**src/rtl/srm_pkg.sv**
```systemverilog
package srm_pkg;

    typedef enum logic [1:0] {
        PATH_IDLE   = 2'b00,
        PATH_LOW    = 2'b01,
        PATH_HIGH   = 2'b10,
        PATH_DIRECT = 2'b11
    } path_e;

    typedef enum logic [1:0] {
        CM_FOUR  = 2'b00,
        CM_EIGHT = 2'b01,
        CM_SIXTN = 2'b10,
        CM_BYTE  = 2'b11
    } colour_e;

    localparam int unsigned NUM_WIN = 2;

endpackage

```
**src/rtl/srm_region_decode.sv**
```systemverilog
module srm_region_decode #(
    parameter int unsigned ADDR_W    = 24,
    parameter int unsigned WIN_BASE  = 32'h0002_0000,
    parameter int unsigned WIN_BYTES = 32768,
    parameter int unsigned FB_BASE   = 32'h004C_0000,
    parameter int unsigned FB_LIVE   = 245760,
    parameter int unsigned FB_BYTES  = 262144,
    localparam int unsigned WIN_OFS_W = $clog2(WIN_BYTES),
    localparam int unsigned FB_OFS_W  = $clog2(FB_BYTES)
) (
    input  logic [ADDR_W-1:0]    addr,
    output logic [1:0]           hit_win,
    output logic [WIN_OFS_W-1:0] win_ofs,
    output logic                 hit_fb,
    output logic [FB_OFS_W-1:0]  fb_ofs
);

    localparam logic [ADDR_W-1:0] FB_LO = ADDR_W'(FB_BASE);
    localparam logic [ADDR_W-1:0] FB_HI = ADDR_W'(FB_BASE + FB_LIVE);

    for (genvar g = 0; g < 2; g++) begin : g_win
        localparam logic [ADDR_W-1:0] LO = ADDR_W'(WIN_BASE + g * WIN_BYTES);
        localparam logic [ADDR_W-1:0] HI = ADDR_W'(WIN_BASE + (g + 1) * WIN_BYTES);
        assign hit_win[g] = (addr >= LO) && (addr < HI);
    end

    // Windows and frame buffer are size-aligned, so offsets are low address bits.
    assign win_ofs = addr[WIN_OFS_W-1:0];
    assign hit_fb  = (addr >= FB_LO) && (addr < FB_HI);
    assign fb_ofs  = addr[FB_OFS_W-1:0];

endmodule

```
**src/rtl/srm_mode_policy.sv**
```systemverilog
module srm_mode_policy
    import srm_pkg::*;
(
    input  logic [1:0] mode_sel,
    input  logic [1:0] hres_sel,
    input  logic       aspect_sel,
    input  logic       scr0_inhibit,
    output logic [1:0] allow_win
);

    colour_e cm;
    logic    legacy_depth;
    logic    base_res;

    assign cm = colour_e'(mode_sel);

    always_comb begin
        unique case (cm)
            CM_FOUR, CM_EIGHT: legacy_depth = 1'b1;
            CM_SIXTN, CM_BYTE: legacy_depth = 1'b0;
            default:           legacy_depth = 1'b0;
        endcase
    end

    // Base setting: narrowest horizontal code with 2:1 pixels.
    assign base_res = (hres_sel == 2'b00) && !aspect_sel;

    assign allow_win[0] = legacy_depth && !scr0_inhibit;
    assign allow_win[1] = legacy_depth && base_res;

endmodule

```
**src/rtl/srm_win_map.sv**
```systemverilog
module srm_win_map #(
    parameter int unsigned WIN_IDX    = 0,
    parameter int unsigned WIN_OFS_W  = 15,
    parameter int unsigned LINE_BYTES = 128,
    parameter int unsigned PITCH      = 256,
    parameter int unsigned FB_OFS_W   = 18,
    localparam int unsigned COL_W     = $clog2(LINE_BYTES),
    localparam int unsigned PITCH_W   = $clog2(PITCH)
) (
    input  logic [WIN_OFS_W-1:0] win_ofs,
    output logic [FB_OFS_W-1:0]  fb_ofs
);

    logic [FB_OFS_W-1:0] row_part;
    logic [FB_OFS_W-1:0] lane_part;
    logic [FB_OFS_W-1:0] col_part;

    assign row_part  = FB_OFS_W'(win_ofs[WIN_OFS_W-1:COL_W]) << PITCH_W;
    assign lane_part = FB_OFS_W'(WIN_IDX * LINE_BYTES);
    assign col_part  = FB_OFS_W'(win_ofs[COL_W-1:0]);
    assign fb_ofs    = row_part | lane_part | col_part;

endmodule

```
**src/rtl/srm_legacy_remap.sv**
```systemverilog
module srm_legacy_remap
    import srm_pkg::*;
#(
    parameter int unsigned ADDR_W     = 24,
    parameter int unsigned DATA_W     = 16,
    parameter int unsigned WIN_BASE   = 32'h0002_0000,
    parameter int unsigned WIN_BYTES  = 32768,
    parameter int unsigned LINE_BYTES = 128,
    parameter int unsigned PITCH      = 256,
    parameter int unsigned FB_BASE    = 32'h004C_0000,
    parameter int unsigned FB_BYTES   = 262144,
    parameter int unsigned FB_LIVE    = 245760,
    localparam int unsigned BE_W      = DATA_W / 8,
    localparam int unsigned WIN_OFS_W = $clog2(WIN_BYTES),
    localparam int unsigned FB_OFS_W  = $clog2(FB_BYTES)
) (
    input  logic              clk,
    input  logic              rst_n,
    input  logic              bus_wr,
    input  logic [ADDR_W-1:0] bus_addr,
    input  logic [BE_W-1:0]   bus_be,
    input  logic [DATA_W-1:0] bus_data,
    input  logic [1:0]        mode_sel,
    input  logic [1:0]        hres_sel,
    input  logic              aspect_sel,
    input  logic              scr0_inhibit,
    output logic              fb_we,
    output logic [ADDR_W-1:0] fb_addr,
    output logic [BE_W-1:0]   fb_be,
    output logic [DATA_W-1:0] fb_data
);

    localparam logic [ADDR_W-1:0] FB_END = ADDR_W'(FB_BASE + FB_LIVE);
    localparam logic [ADDR_W-FB_OFS_W-1:0] FB_TOP = FB_BASE[ADDR_W-1:FB_OFS_W];

    logic [1:0]           hit_win;
    logic [1:0]           allow_win;
    logic                 hit_fb;
    logic [WIN_OFS_W-1:0] win_ofs;
    logic [FB_OFS_W-1:0]  direct_ofs;
    logic [FB_OFS_W-1:0]  mapped_ofs [NUM_WIN];

    path_e               path_q, path_d;
    logic [FB_OFS_W-1:0] ofs_d, ofs_q;
    logic [BE_W-1:0]     be_q;
    logic [DATA_W-1:0]   data_q;

    srm_region_decode #(
        .ADDR_W(ADDR_W), .WIN_BASE(WIN_BASE), .WIN_BYTES(WIN_BYTES),
        .FB_BASE(FB_BASE), .FB_LIVE(FB_LIVE), .FB_BYTES(FB_BYTES)
    ) u_decode (
        .addr(bus_addr), .hit_win(hit_win), .win_ofs(win_ofs),
        .hit_fb(hit_fb), .fb_ofs(direct_ofs)
    );

    srm_mode_policy u_policy (
        .mode_sel(mode_sel), .hres_sel(hres_sel), .aspect_sel(aspect_sel),
        .scr0_inhibit(scr0_inhibit), .allow_win(allow_win)
    );

    for (genvar w = 0; w < NUM_WIN; w++) begin : g_map
        srm_win_map #(
            .WIN_IDX(w), .WIN_OFS_W(WIN_OFS_W), .LINE_BYTES(LINE_BYTES),
            .PITCH(PITCH), .FB_OFS_W(FB_OFS_W)
        ) u_map (
            .win_ofs(win_ofs), .fb_ofs(mapped_ofs[w])
        );
    end

    // Next path selection
    always_comb begin
        path_d = PATH_IDLE;
        ofs_d  = ofs_q;
        if (bus_wr) begin
            unique case ({hit_fb, hit_win})
                3'b001: if (allow_win[0]) begin path_d = PATH_LOW;    ofs_d = mapped_ofs[0]; end
                3'b010: if (allow_win[1]) begin path_d = PATH_HIGH;   ofs_d = mapped_ofs[1]; end
                3'b100: begin                   path_d = PATH_DIRECT; ofs_d = direct_ofs;    end
                default: path_d = PATH_IDLE;
            endcase
        end
    end

    // State register
    always_ff @(posedge clk) begin
        if (!rst_n) path_q <= PATH_IDLE;
        else        path_q <= path_d;
    end

    // Write payload register
    always_ff @(posedge clk) begin
        if (!rst_n) begin
            ofs_q  <= '0;
            be_q   <= '0;
            data_q <= '0;
        end else if (path_d != PATH_IDLE) begin
            ofs_q  <= ofs_d;
            be_q   <= bus_be;
            data_q <= bus_data;
        end
    end

    // Outputs
    always_comb begin
        unique case (path_q)
            PATH_IDLE:                         fb_we = 1'b0;
            PATH_LOW, PATH_HIGH, PATH_DIRECT:  fb_we = 1'b1;
            default:                           fb_we = 1'b0;
        endcase
        fb_addr = (ofs_q == '0 && be_q == '0 && data_q == '0 && path_q == PATH_IDLE)
                  ? '0 : {FB_TOP, ofs_q};
        fb_be   = be_q;
        fb_data = data_q;
    end

    AST_REGION_EXCLUSIVE: assert property (@(posedge clk) disable iff (!rst_n)
        $onehot0({hit_fb, hit_win}));
    AST_WE_NEEDS_STROBE: assert property (@(posedge clk) disable iff (!rst_n)
        fb_we |-> $past(bus_wr));
    AST_PAYLOAD_CARRIED: assert property (@(posedge clk) disable iff (!rst_n)
        fb_we |-> (fb_data == $past(bus_data)) && (fb_be == $past(bus_be)));
    AST_HIGH_GATED: assert property (@(posedge clk) disable iff (!rst_n)
        (bus_wr && hit_win[1] && !allow_win[1]) |=> !fb_we);
    AST_LOW_GATED: assert property (@(posedge clk) disable iff (!rst_n)
        (bus_wr && hit_win[0] && !allow_win[0]) |=> !fb_we);
    AST_LIVE_ONLY: assert property (@(posedge clk) disable iff (!rst_n)
        fb_we |-> (fb_addr < FB_END));
    AST_HIGH_LANE: assert property (@(posedge clk) disable iff (!rst_n)
        (bus_wr && hit_win[1] && allow_win[1]) |=> fb_we && fb_addr[$clog2(LINE_BYTES)]);

endmodule

```
**config.mk**
```make
export PLATFORM = sky130hd
export DESIGN_NAME = srm_legacy_remap
export DESIGN_NICKNAME = d
export VERILOG_FILES = /design/src/rtl/srm_pkg.sv /design/src/rtl/srm_region_decode.sv /design/src/rtl/srm_mode_policy.sv /design/src/rtl/srm_win_map.sv /design/src/rtl/srm_legacy_remap.sv
export SDC_FILE = /design/constraint.sdc
export NUM_CORES = 1
export LEC_CHECK = 0
export BUFFER_PORTS_ARGS = -buffer_cell sky130_fd_sc_hd__buf_2
export CAP_MARGIN = 20
export CORE_AREA = 2 2 66 68
export CTS_CLUSTER_SIZE = 28
export DETAILED_ROUTE_END_ITERATION = 10
export DIE_AREA = 0 0 68 70
export GPL_TIMING_DRIVEN = 0
export PLACE_DENSITY = 0.82
export SYNTH_ARGS = -nofsm -noshare
export SYNTH_HDL_FRONTEND = slang
export SYNTH_SLANG_ARGS = --single-unit
export TNS_END_PERCENT = 10
```
**constraint.sdc**
```tcl
create_clock -name clk -period 3 [get_ports clk]
set_input_delay 0.45 -clock clk [delete_from_list [all_inputs] [get_ports clk]]
set_output_delay 0.45 -clock clk [all_outputs]
set_load 0.05 [all_outputs]
```
After elaboration in Yosys (flattened, before gate mapping)

Index checks and enable logic that the tools add are counted.

Input port bits: 51
Logic and storage cells: 56
Output and inout bits: 43
Register bits: 38

Equal/unequal tests: 11
Reductions and logical operators: 23
$lt $le $gt $ge: 6
Bitwise logic cells: 2
Multiplexer cells: 10

Operators by type and width:

| cell                 | number |
|---|---|
| $pmux 18 s3          | 1 |
| $ge 24x18->1 const B | 2 |
| $lt 24x18->1 const B | 2 |
| $mux 18              | 2 |
| $or 16x7->16         | 2 |
| $ge 24x23->1 const B | 1 |
| $lt 24x23->1 const B | 1 |
| $mux 23              | 1 |
| $logic_not 18->1     | 1 |
| $logic_not 16->1     | 1 |
| $logic_and 1x1->1    | 9 |
| $eq 2x2->1 const B   | 4 |
| $logic_not 2->1      | 4 |
| $pmux 2 s3           | 1 |
| $reduce_and 5->1     | 1 |
| $eq 2x1->1 const B   | 2 |
| $mux 2               | 2 |
| $ne 2x2->1 const B   | 2 |
| $pmux 1 s2           | 2 |
| $reduce_or 2->1      | 2 |
| $eq 3x1->1 const B   | 1 |
| $eq 3x2->1 const B   | 1 |
| $eq 3x3->1 const B   | 1 |
| $reduce_bool 3->1    | 1 |
| 4 further kinds      | 5 |

Depth between registers and ports, before layout

Depth in word-level cells: 9
Mapped depth: 7

Hierarchy

From an unflattened synthesis, not the netlist that was laid out.

Cell total of the unflattened synthesis: 339
Area total of the unflattened synthesis: 2890.3 um^2

Modules (own cells, without submodules):

| module                       | instances | cells an instance | area each (um^2) |
|---|---|---|---|
| srm_legacy_remap             | 1         | 257               | 2277.2 |
| srm_region_decode            | 1         | 41                | 315.3 |
| srm_win_map (g_map[1].u_map) | 1         | 20                | 142.6 |
| srm_win_map (g_map[0].u_map) | 1         | 19                | 138.9 |
| srm_mode_policy              | 1         | 2                 | 16.3 |

Worst setup path before layout

OpenSTA, ideal clock, no wires.

Kind: register -> output
From: register data_q[8], in the netlist fb_data[8]
To: output fb_addr[19]
Data arrival time: 2.005 ns
Required time: 2.550 ns
Path slack: 0.545 ns
Cell stages (with the launch flop): 4
Buffers on the path: 1
Path through: dfxtp_1 or4_1 or4_1 buf_4

Longest elaborated chain between the ends: 4

Ends and longest elaborated chain:

| item                           | line                    | text |
|---|---|---|
| start, declared                | srm_legacy_remap.sv:46  | `logic [DATA_W-1:0] data_q;` |
| start signal, assigned         | srm_legacy_remap.sv:99  | `data_q <= bus_data;` |
| $logic_not 16->1               | srm_legacy_remap.sv:110 | `fb_addr = (ofs_q == '0 && be_q == '0 && data_q == '0 && path_q == PATH_IDLE)` |
| $logic_and 1x1->1 (2 in a row) | srm_legacy_remap.sv:110 |  |
| $mux 23                        | srm_legacy_remap.sv:111 | `? '0 : {FB_TOP, ofs_q};` |
| end, declared                  | srm_legacy_remap.sv:28  | `output logic [ADDR_W-1:0] fb_addr,` |

No other way between the ends.

Worst setup path after layout

From: register ofs_q[13]
To: output fb_addr[22]

Longest elaborated chain between the ends: 5

Ends and longest elaborated chain:

| item                           | line                    | text |
|---|---|---|
| start, declared                | srm_legacy_remap.sv:44  | `logic [FB_OFS_W-1:0] ofs_d, ofs_q;` |
| start signal, assigned         | srm_legacy_remap.sv:97  | `ofs_q <= ofs_d;` |
| $logic_not 18->1               | srm_legacy_remap.sv:110 |  |
| $logic_and 1x1->1 (3 in a row) | srm_legacy_remap.sv:110 |  |
| $mux 23                        | srm_legacy_remap.sv:111 |  |

No other way between the ends.

==> results by group <==
Timing
  • Final Cycle Share: 0.843
  • Slew Limit Fails: 0
  • F_max: around 400 MHz
  • Min Tclk post-route: about 2.5 ns
  • Final setup viols: 0
  • RSZ-0062 raised after global routing: false
  • Total negative slack: 0 ns
  • Setup Skew: 0 ns
  • Final Hold Vio Count: 0
  • Hold Slack: between 0.4 and 0.5 ns
  • Fin worst setup slack: 0.470 ns

Power and ir drop
  • Power per cell area: about 390 mW/mm^2
  • Logic pwr share: 0.147
  • Switch share: 0.256
  • VDD IR-drop max: 304 uV
  • Pleak: around 1.3 nW
  • Sequential share of power: 0.526
  • Final Power: between 0.9 and 1 mW
  • Power Internal: just over 0.7 mW
  • Psw: approximately 0.25 mW
  • Clock share of power: 0.327

GRT
  • GRT Overall Usage: 0.199
  • Vias in the first global route: between 1500 and 2000
  • Largest net degree at the start of global routing: 11
  • Global-route wire length before repair: ~7400 um
  • Antenna violations before repair: 0
  • GRT Residual Overflow: 0

Critical path
  • Critical Path Start Type: flop
  • Critical path class: reg2out
  • Setup crit end kind: output pin
  • CP max FO: 3
  • CP Data Required Time: 2.55 ns
  • R2r startpoint: ofs_q[11]
  • Data arrival time of the worst path: around 2.1 ns
  • Worst setup path start: ofs_q[13]

Layout
  • Syn-to-layout area delta: 31.1%
  • Layout cell share with drive strength beyond 1: 0.347
  • Layout net count: 365
  • N_diodes: 0

Min path
  • Type of the worst min-delay path: in2reg
  • Hold Path Origin: bus_addr[4]

CTS
  • Post-CTS sizing: 0
  • CTS Root Cell: clkbuf_8
  • Clk pin slew, worst setup/hold paths: ~0.070 ns
  • Setup bufs post-CTS: 0
  • Total CTS buffers: 5
  • Clock latency on the worst-skew pair: 0.28 ns
  • CTS tree: built
  • H-tree levels: 2
  • CTS Hold Bufs: 0
  • Clock sinks: 38
  • CTS max path bufs: 2

Status
  • Outcome: finished clean

Die
  • Starting Density: 0.458
  • DIE HEIGHT: approximately 70 um
  • Core box area: between 0.004 and 0.005 mm^2
  • Die ar.: approximately 0.0048 mm^2
  • Die X: a little under 70 um
  • Io pins: between 90 and 100
  • Rows: 24

Place
  • RD Place Congestion: approximately 0.85
  • Input/output buffers: 88
  • DP HPWL: about 3600 um
  • Worst slack, placed: 0.782 ns

Logic synthesis
  • Post-synth EDFFs: 0
  • Synth Warn #: 0
  • Synthesized area per cell: 8.74 um^2
  • Distinct cell type count after synthesis: 28
  • Mapped cell area: around 0.0019 mm^2
  • Yosys reg bits: 38
  • Asr flop ratio synth: 0
  • Main synth FF type: dfxtp_1
  • Post-Syn Instances: 217
  • Register area share after synthesis: 0.401

Routing
  • Final ANT Viol Nets: 0
  • Via count: about 1800
  • DRC violations left: 0
  • DR pass1 iterations: 4
  • Total Wirelength: approximately 4500 um
  • Vias/cell: approximately 5.0
  • DRT iter0 DRCs: 93
  • Wire per inst: roughly 12 um

Run
  • Max-Cap Viols: 0
[path summary, 6_finish.rpt]
kind / endpoint / slack [ns] / cells after the start
min: ofs_q[4] / 0.41 / 3
max reg2reg: ofs_q[11] / 2.32 / 1
min reg2reg: ofs_q[7] / 0.47 / 2
max: fb_addr[22] / 0.47 / 5
[critical path: stages, from the launching register on]
cell,delay (ns)
dfxtp_1,0.33
nor4_1,0.36
nand4_1,0.16
or4_1,0.59
buf_4,0.16
buf_2,0.20
[kinds of logic (layout without fill, tap and decap cells)]
| logic type | Yosys count | count (layout) | share of synthesized area |
|---|---|---|---|
| other | 1 | 3 | 0.00198 |
| buffers and inverters | 38 | 133 | 0.119 |
| AND/OR/NAND/NOR | 92 | 92 | 0.232 |
| multiplexers | 33 | 33 | 0.174 |
| flip-flops | 38 | 38 | 0.401 |
| AO/OA/AOI/OAI | 15 | 15 | 0.0719 |
[cell usage in the layout (no fill, tap or decap), types with 3 or more instances in the layout]
cell type,n
buf_2,89
nand2_1,56
dfxtp_1,38
mux2i_1,33
clkbuf_1,28
nor4_1,10
nand3_1,9
o211a_1,8
buf_4,6
nand4_1,5
clkbuf_8,5
buf_12,3
conb_1,3
[state kept, by name (all words and copies together) (netlist names)]
name     cells
path_q       2
fb_data     16
ofs_q       18
fb_be        2
[power groups by stage]
stage | sequential (mW) | clock [mW] | combinational (mW)
3_5_place_dp | 0.520 | 0 | 0.142
2_1_floorplan | 0.523 | 0 | 0.0852
3_3_place_gp | 0.520 | 0 | 0.141
5_1_grt | 0.509 | 0.342 | 0.155
6_report | 0.509 | 0.317 | 0.143
4_1_cts | 0.509 | 0.322 | 0.143
[per-stage QoR]
stage	cells	utilization	cell area, um^2
3_5_place_dp	359	0.582	2410
3_3_place_gp	359	0.582	2410
6_report	366	0.600	2490
5_1_grt	366	0.600	2490
2_1_floorplan	219	-	1900
4_1_cts	366	0.600	2490
[metal layers]
| layer | track usage | share of wire |
|---|---|---|
| met1 | 0.262 | 0.43 |
| met2 | 0.318 | 0.50 |
| met3 | 0.0483 | 0.060 |
| met4 | 0.0578 | 0.0085 |
| met5 | 0 | 0 |
[layout make-up]
cell class	count	area [um^2]
Buffer	37	223
Sequential cell	38	761
Tap cell	52	65.1
Inverter	1	3.75
Timing Repair Buffer	88	440
Multi-Input combinational cell	143	917
Clock buffer	7	76.3
Fill cell	390	1660
[cells in the mapped netlist (2+ instances only)]
| master | instances | area, um^2 |
|---|---|---|
| nor3_1 | 2 | 10.0 |
| buf_4 | 6 | 45.0 |
| nand3_1 | 9 | 45.0 |
| nor4b_2 | 2 | 30.0 |
| nor2_1 | 2 | 7.51 |
| clkbuf_1 | 26 | 97.6 |
| nand4_1 | 5 | 31.3 |
| nand2_1 | 56 | 210 |
| buf_12 | 3 | 60.1 |
| mux2i_1 | 33 | 330 |
| a32o_1 | 2 | 20.0 |
| dfxtp_1 | 38 | 761 |
| o211a_1 | 8 | 80.1 |
| or4_1 | 2 | 15.0 |
| nor4_1 | 10 | 62.6 |
Note: power is estimated with default switching activity, not from simulation.
